**src/rtl/pic_pkg.sv**
```systemverilog
`timescale 1ns/1ps
package pic_pkg;
  typedef enum logic [1:0] {
    SEL_CFG  = 2'd0,
    SEL_MASK = 2'd1,
    SEL_PRIO = 2'd2,
    SEL_READ = 2'd3
  } wsel_e;

  // config byte
  localparam int CFG_LEVEL = 0;
  localparam int CFG_AEOI  = 1;
  // priority / EOI byte
  localparam int PC_ROT = 7;
  localparam int PC_SL  = 6;
  localparam int PC_EOI = 5;
  // read-control byte
  localparam int RC_ISR  = 0;
  localparam int RC_UPD  = 1;
  localparam int RC_POLL = 2;
  localparam int RC_SMMV = 5;
  localparam int RC_SMMU = 6;
endpackage

```
**src/rtl/pic_pick.sv**
```systemverilog
`timescale 1ns/1ps
// Circular priority picker: scans from bottom+1 upward with wrap.
module pic_pick #(
  parameter int N  = 8,
  parameter int LW = $clog2(N)
) (
  input  logic [N-1:0]  v,
  input  logic [LW-1:0] bottom,
  output logic          found,
  output logic [LW-1:0] lvl
);
  logic [LW-1:0] idx;
  always_comb begin
    found = 1'b0;
    lvl   = '0;
    idx   = '0;
    for (int k = N-1; k >= 0; k--) begin
      idx = LW'((int'(bottom) + 1 + k) % N);
      if (v[idx]) begin
        found = 1'b1;
        lvl   = idx;
      end
    end
  end
endmodule

```
**src/rtl/pic_req_cell.sv**
```systemverilog
`timescale 1ns/1ps
// One request line: edge latch or level follower.
module pic_req_cell (
  input  logic clk,
  input  logic rst,
  input  logic level_mode,
  input  logic clear,
  input  logic take,
  input  logic line,
  output logic req
);
  logic line_q, latch;
  always_ff @(posedge clk) begin
    if (rst) begin
      line_q <= 1'b0;
      latch  <= 1'b0;
    end else begin
      line_q <= line;
      if (clear) latch <= 1'b0;
      else       latch <= (line & ~line_q) | (latch & ~take);
    end
  end
  assign req = level_mode ? line_q : latch;
endmodule

```
**src/rtl/pic_top.sv**
```systemverilog
`timescale 1ns/1ps
module pic_top
  import pic_pkg::*;
#(
  parameter int N  = 8,
  parameter int VW = 8
) (
  input  logic          clk,
  input  logic          rst,
  input  logic [N-1:0]  irq_in,
  input  logic          wr_en,
  input  logic [1:0]    wr_sel,
  input  logic [VW-1:0] wr_data,
  input  logic          rd_en,
  input  logic          rd_sel,
  output logic [VW-1:0] rd_data,
  input  logic          ack,
  output logic [VW-1:0] vec_out,
  output logic          vec_oe,
  output logic          int_out
);
  localparam int LW = $clog2(N);
  localparam int BW = VW - LW;

  function automatic logic [LW-1:0] rank_of(input logic [LW-1:0] l, input logic [LW-1:0] b);
    return LW'((int'(l) + 2*N - int'(b) - 1) % N);
  endfunction

  logic          lvl_trig, aeoi, rot_auto, smm, poll_arm, rd_isr;
  logic [BW-1:0] vbase;
  logic [N-1:0]  imr, isr, irr;
  logic [LW-1:0] bottom, sel_lvl;
  logic          ack_q, ack_ph;

  wsel_e sel;
  assign sel = wsel_e'(wr_sel);
  logic wr_cfg, wr_mask, cmd_prio, wr_read;
  assign wr_cfg   = wr_en && sel == SEL_CFG;
  assign wr_mask  = wr_en && sel == SEL_MASK;
  assign cmd_prio = wr_en && sel == SEL_PRIO;
  assign wr_read  = wr_en && sel == SEL_READ;

  logic [LW-1:0] cmd_lvl;
  assign cmd_lvl = wr_data[LW-1:0];

  // priority pickers
  logic [N-1:0]  req_v, eoi_v;
  logic          req_found, isr_found, eoi_found;
  logic [LW-1:0] req_lvl, isr_lvl, eoi_lvl;
  assign req_v = irr & ~imr & (smm ? ~isr : {N{1'b1}});
  assign eoi_v = smm ? (isr & ~imr) : isr;

  pic_pick #(.N(N), .LW(LW)) u_req (.v(req_v), .bottom(bottom), .found(req_found), .lvl(req_lvl));
  pic_pick #(.N(N), .LW(LW)) u_isr (.v(isr),   .bottom(bottom), .found(isr_found), .lvl(isr_lvl));
  pic_pick #(.N(N), .LW(LW)) u_eoi (.v(eoi_v), .bottom(bottom), .found(eoi_found), .lvl(eoi_lvl));

  logic grant_ok;
  assign grant_ok = req_found &&
                    (smm || !isr_found || rank_of(req_lvl, bottom) < rank_of(isr_lvl, bottom));

  // acknowledge and poll events
  logic ack_rise, ack_fall, take_first, poll_take, auto_eoi;
  assign ack_rise   = ack & ~ack_q;
  assign ack_fall   = ~ack & ack_q;
  assign take_first = ack_rise && !ack_ph;
  assign poll_take  = rd_en && poll_arm;
  assign auto_eoi   = ack_fall && ack_ph && aeoi;

  logic [N-1:0] take_vec, clr_vec;
  assign take_vec = ((take_first || poll_take) && grant_ok) ? (N'(1) << req_lvl) : '0;

  logic ns_cmd, sp_cmd;
  assign ns_cmd = cmd_prio && wr_data[PC_EOI] && !wr_data[PC_SL];
  assign sp_cmd = cmd_prio && wr_data[PC_EOI] &&  wr_data[PC_SL];

  always_comb begin
    clr_vec = '0;
    if ((ns_cmd || auto_eoi) && eoi_found) clr_vec = N'(1) << eoi_lvl;
    else if (sp_cmd)                      clr_vec = N'(1) << cmd_lvl;
  end

  logic          bottom_we;
  logic [LW-1:0] bottom_nx;
  always_comb begin
    bottom_we = 1'b0;
    bottom_nx = bottom;
    if (cmd_prio && wr_data[PC_ROT] && wr_data[PC_SL]) begin
      bottom_we = 1'b1;
      bottom_nx = cmd_lvl;
    end else if (ns_cmd && wr_data[PC_ROT] && eoi_found) begin
      bottom_we = 1'b1;
      bottom_nx = eoi_lvl;
    end else if (auto_eoi && rot_auto && eoi_found) begin
      bottom_we = 1'b1;
      bottom_nx = eoi_lvl;
    end
  end

  logic [VW-1:0] rd_nx;
  always_comb begin
    if (poll_arm)    rd_nx = {grant_ok, {(VW-1-LW){1'b0}}, req_lvl};
    else if (rd_sel) rd_nx = VW'(imr);
    else if (rd_isr) rd_nx = VW'(isr);
    else             rd_nx = VW'(irr);
  end

  // request line cells
  for (genvar g = 0; g < N; g++) begin : g_line
    pic_req_cell u_cell (
      .clk(clk), .rst(rst), .level_mode(lvl_trig), .clear(wr_cfg),
      .take(take_vec[g]), .line(irq_in[g]), .req(irr[g])
    );
  end

  always_ff @(posedge clk) begin
    if (rst) begin
      lvl_trig <= 1'b0; aeoi <= 1'b0; rot_auto <= 1'b0; smm <= 1'b0;
      poll_arm <= 1'b0; rd_isr <= 1'b0; vbase <= '0;
      imr <= '0; isr <= '0; bottom <= LW'(N-1); sel_lvl <= '0;
      ack_q <= 1'b0; ack_ph <= 1'b0;
      vec_out <= '0; vec_oe <= 1'b0; int_out <= 1'b0; rd_data <= '0;
    end else begin
      ack_q   <= ack;
      int_out <= grant_ok;
      if (rd_en) rd_data <= rd_nx;
      if (wr_cfg) begin
        lvl_trig <= wr_data[CFG_LEVEL];
        aeoi     <= wr_data[CFG_AEOI];
        vbase    <= wr_data[VW-1:LW];
        imr <= '0; isr <= '0; bottom <= LW'(N-1);
        rot_auto <= 1'b0; smm <= 1'b0; poll_arm <= 1'b0; rd_isr <= 1'b0;
        ack_ph <= 1'b0; vec_oe <= 1'b0;
      end else begin
        isr <= (isr & ~clr_vec) | take_vec;
        if (wr_mask)   imr    <= wr_data[N-1:0];
        if (bottom_we) bottom <= bottom_nx;
        if (cmd_prio && !wr_data[PC_EOI] && !wr_data[PC_SL]) rot_auto <= wr_data[PC_ROT];
        if (wr_read) begin
          poll_arm <= wr_data[RC_POLL];
          if (wr_data[RC_UPD])  rd_isr <= wr_data[RC_ISR];
          if (wr_data[RC_SMMU]) smm    <= wr_data[RC_SMMV];
        end else if (poll_take) begin
          poll_arm <= 1'b0;
        end
        if (take_first) sel_lvl <= grant_ok ? req_lvl : LW'(N-1);
        if (ack_rise && ack_ph) begin
          vec_out <= {vbase, sel_lvl};
          vec_oe  <= 1'b1;
        end
        if (ack_fall) begin
          ack_ph <= ~ack_ph;
          vec_oe <= 1'b0;
        end
      end
    end
  end
endmodule

```
**config.mk**
```make
export PLATFORM = sky130hd
export DESIGN_NAME = pic_top
export DESIGN_NICKNAME = d
export VERILOG_FILES = /design/src/rtl/pic_pkg.sv /design/src/rtl/pic_pick.sv /design/src/rtl/pic_req_cell.sv /design/src/rtl/pic_top.sv
export SDC_FILE = /design/constraint.sdc
export NUM_CORES = 1
export LEC_CHECK = 0
export BUFFER_PORTS_ARGS = -buffer_cell sky130_fd_sc_hd__buf_2
export CAP_MARGIN = 20
export CORE_MARGIN = 2
export CORE_UTILIZATION = 63
export CTS_CLUSTER_DIAMETER = 200
export DETAILED_ROUTE_END_ITERATION = 7
export PLACE_DENSITY = 0.89
export SLEW_MARGIN = 25
export SYNTH_ARGS = -nofsm -noshare
export SYNTH_HDL_FRONTEND = slang
export SYNTH_HIERARCHICAL = 1
export SYNTH_SLANG_ARGS = --single-unit
```
**constraint.sdc**
```tcl
create_clock -name clk -period 10.35 [get_ports clk]
set_clock_uncertainty 0.05 [all_clocks]
set_input_delay 2.5875 -clock clk [delete_from_list [all_inputs] [get_ports clk]]
set_output_delay 2.5875 -clock clk [all_outputs]
set_load 0.01 [all_outputs]
```
==> summary.md <==
| Metric | Value |
|---|---|
| Outcome | `completed` |
| Commonest non-fill, non-tap cell in the layout | `dfxtp_1` |
| Clk slew on worst S/H paths | `~0.090 ns` |
| Max FO, Critical Path | `19` |
| Worst Max-Slew Pin Slew | `0.932 ns` |
| Synth area leader | `dfxtp_1` |
| Residual DRC | `0` |
| WL per Instance | `19.9 um` |
| Die ar. | `between 10,000 and 15,000 um2` |
| RR Startpoint | `bottom[0]$_SDFFE_PP1P_` |
| Initial antenna violation count | `1` |
| Clk root buf | `clkbuf_8` |
| Relative slew slack | `37.9%` |
| Port-buffer cells | `~40` |
| Highest clock rate | `164 MHz` |
| Die Ht | `104 um` |
| Switching share of power | `roughly two fifths` |
| Nets | `754` |
| Worst hold endpoint | `vec_out[0]$_SDFFE_PP0P_` |
| Most frequent cells in the layout | `dfxtp_1 (68), nand2_1 (54), mux2i_1 (52), nor2_1 (52), buf_2 (41)` |
| Hold Path Cell Cnt | `2` |
| CTS tree | `done` |
| Part of the power in combinational logic | `about two fifths` |
| Vias/cell | `between 6 and 7` |
| Worst r2r dst | `g_line[0].u_cell/latch$_SDFF_PP0_` |
| H-tree lvl count | `3` |
| Final hold vios | `0` |
| Drt first-iter violations | `648` |
| Yosys reg bits | `69` |
| # setup viols final | `0` |
| Cells after Synth | `706` |
| Int Pwr | `about 0.54 mW` |
| Post-CTS Hold Fix Bufs | `0` |
| Number of diodes | `0` |
| Total gr overflow | `0` |
| Largest net degree at the start of global routing | `59` |
| Deepest clock path buffer count | `2` |
| Post-synth EDFFs | `0` |
| Die Span X | `104 um` |
| Layout cell share with drive strength beyond 1 | `between 10% and 20%` |
| Critical Path AT | `6.32 ns` |
| Peak VDD IR | `between 0.15 and 0.2 mV` |
| Ranking of synthesized cells by area | `dfxtp_1 (22%), mux4_2 (8.5%), mux2i_1 (8.2%)` |
| Mean post-synth cell area | `8.97 um2` |
| Asr flop ratio synth | `0%` |
| Slew Limit Fails | `0` |
| Final wirelength | `17.1 mm` |
| CTS Buf Count | `9` |
| Design area | `6680 um2` |
| Capturing element type of the critical path | `flip-flop` |
| Placed cell areas | `6470 um2` |
| Post-CTS Resized | `0` |
| Seq/Total Area, Yosys | `21.8%` |
| DP HPWL | `12.3 mm` |
| Layout Area Growth over Synthesis | `5.43%` |
| Post-Syn Nets | `approximately 740` |
| Clk sinks | `69` |
| RSZ-0062 raised after global routing | `no` |
| R2r setup slk | `approximately 4.3 ns` |
| Placement row count | `36` |
| Worst hold-check path type | `reg -> reg` |
| Static Leakage | `2.66 nW` |
| Synth Flop Type | `dfxtp_1` |
| Num ports | `42` |
| Setup TNS | `0 ns` |
| Switch Pwr | `0.352 mW` |
| Kind of critical path | `reg -> reg` |
| Utilization after layout | `68.3%` |
| Reg2reg path depth | `19` |
| Vias in the first global route | `5,598` |
| Unique masters post-synth | `a little over 70` |
| Worst skew pair latency | `around 0.36 ns` |
| Core ar. | `around 9800 um2` |
| Startpoint types | `flip-flop` |
| Number of synthesis warnings | `6` |
| WP data required | `10.59 ns` |
| Fin crit period | `6.08 ns` |
| First-pass GRT wire length | `~28 mm` |
| ANT nets after route | `0` |
| Post-CTS Setup Inserts | `0` |
| Placer Congestion | `0.951` |
| Pre-antenna DRT Iters | `5` |
| Seq pwr share | `about a third` |
| Netlist Area Pre-Place | `6330 um2` |
| Starting Density | `64.8%` |
| DR vias | `5,814` |
| PD cells | `134 nW/um2` |
| Critical hold path startpoint | `sel_lvl[0]$_SDFFE_PP0P_` |
| Period utilization | `about 59%` |
| Area fraction of the dominant cell type after synthesis | `21.8%` |
| Max Cap Viol | `0` |
| Share of total power in the clock network | `about a quarter` |
| Total GRT Usage | `32.0%` |
[worst max-delay path by stage]
stage / startpoint / to / slack, ns / depth (start not counted)
after floorplan: bottom[0]$_SDFFE_PP1P_ / g_line[3].u_cell/latch$_SDFF_PP0_ / 4.82 / 24
after global placement: bottom[0]$_SDFFE_PP1P_ / g_line[0].u_cell/latch$_SDFF_PP0_ / 4.56 / 20
after detailed placement: bottom[0]$_SDFFE_PP1P_ / g_line[0].u_cell/latch$_SDFF_PP0_ / 4.39 / 20
after CTS: bottom[0]$_SDFFE_PP1P_ / g_line[0].u_cell/latch$_SDFF_PP0_ / 4.34 / 20
after global routing: bottom[0]$_SDFFE_PP1P_ / g_line[4].u_cell/latch$_SDFF_PP0_ / 3.76 / 19
final: bottom[0]$_SDFFE_PP1P_ / g_line[0].u_cell/latch$_SDFF_PP0_ / 4.27 / 19
[cell type report]
| cell class | instances | area (um2) |
|---|---|---|
| repair buffers | 44 | 228 |
| fillers | 752 | 3100 |
| clock inverters | 7 | 73.8 |
| well taps | 133 | 166 |
| inverters | 39 | 150 |
| clock buffers | 9 | 124 |
| multi-input cells | 555 | 4550 |
| flip-flops and latches | 69 | 1390 |
[cell families after synthesis]
group | Yosys count | share of synthesized area (%)
muxes | 119 | 25.8
and+or+nand+nor | 220 | 18.2
adders and majority gates | 12 | 2.61
AOI/OAI and AO/OA | 181 | 20.6
buffers and inverters | 82 | 6.54
DFF | 69 | 21.8
xor gates and xnor gates | 23 | 4.49
[worst max-delay path, cell delays in order, from the launching register on]
cell	delay, ns
dfxtp_4	0.49
inv_1	0.12
ha_1	0.72
mux4_2	0.66
mux2i_1	0.30
mux2i_1	0.22
a21oi_1	0.09
a311o_1	0.29
a31oi_1	0.56
inv_1	0.22
fa_1	0.47
xnor2_1	0.16
xnor2_1	0.17
ha_1	0.29
nor2_1	0.05
o21a_1	0.19
o211ai_1	0.52
nor3_1	0.09
nand2b_1	0.19
a211oi_2	0.17
[power by group through the flow]
| stage | clock network, mW | registers, mW | logic [mW] |
|---|---|---|---|
| after floorplan | 0 | 0.299 | 0.281 |
| after global placement | 0 | 0.303 | 0.343 |
| after detailed placement | 0 | 0.304 | 0.355 |
| after CTS | 0.229 | 0.299 | 0.359 |
| after global routing | 0.239 | 0.301 | 0.405 |
| final | 0.227 | 0.299 | 0.370 |
[layer usage]
| layer | GRT usage, % | share of wire [%] |
|---|---|---|
| met1 | 42.1 | 40 |
| met2 | 52.8 | 48 |
| met3 | 4.82 | 8.3 |
| met4 | 13.4 | 3.4 |
| met5 | 0 | 0.070 |
[flip-flops by register name, indices dropped and copies added, names as in the netlist, 3 cells and up]
register	cells
bottom	3
isr	8
vec_out	8
rd_data	8
sel_lvl	3
imr	8
g_line.u_cell/line_q	8
vbase	5
g_line.u_cell/latch	8
[synth_stat cells (7+ instances only)]
master / n
a211oi_1: 13
a211oi_2: 8
a21boi_0: 8
a21oi_1: 40
a311oi_1: 9
a31oi_1: 12
buf_2: 10
clkbuf_1: 19
dfxtp_1: 69
ha_1: 10
inv_1: 36
mux2_2: 25
mux2_4: 9
mux2i_1: 52
mux4_2: 24
nand2_1: 54
nand2b_1: 22
nand3_1: 7
nor2_1: 52
nor2b_1: 18
nor3_1: 19
o211ai_1: 15
o21ai_0: 27
xnor2_1: 13
[per-stage QoR]
step | cells | hold WS (ns) | total power, mW | setup WS [ns]
floorplan | 706 | 0.381 | 0.580 | 4.82
CTS | 856 | 0.416 | 0.887 | 4.34
global route | 856 | 0.430 | 0.945 | 3.76
detailed placement | 840 | 0.404 | 0.660 | 4.39
finish | 856 | 0.412 | 0.897 | 4.27
global placement | 840 | 0.390 | 0.646 | 4.56
No activity file was read; power rests on OpenSTA's default activity.
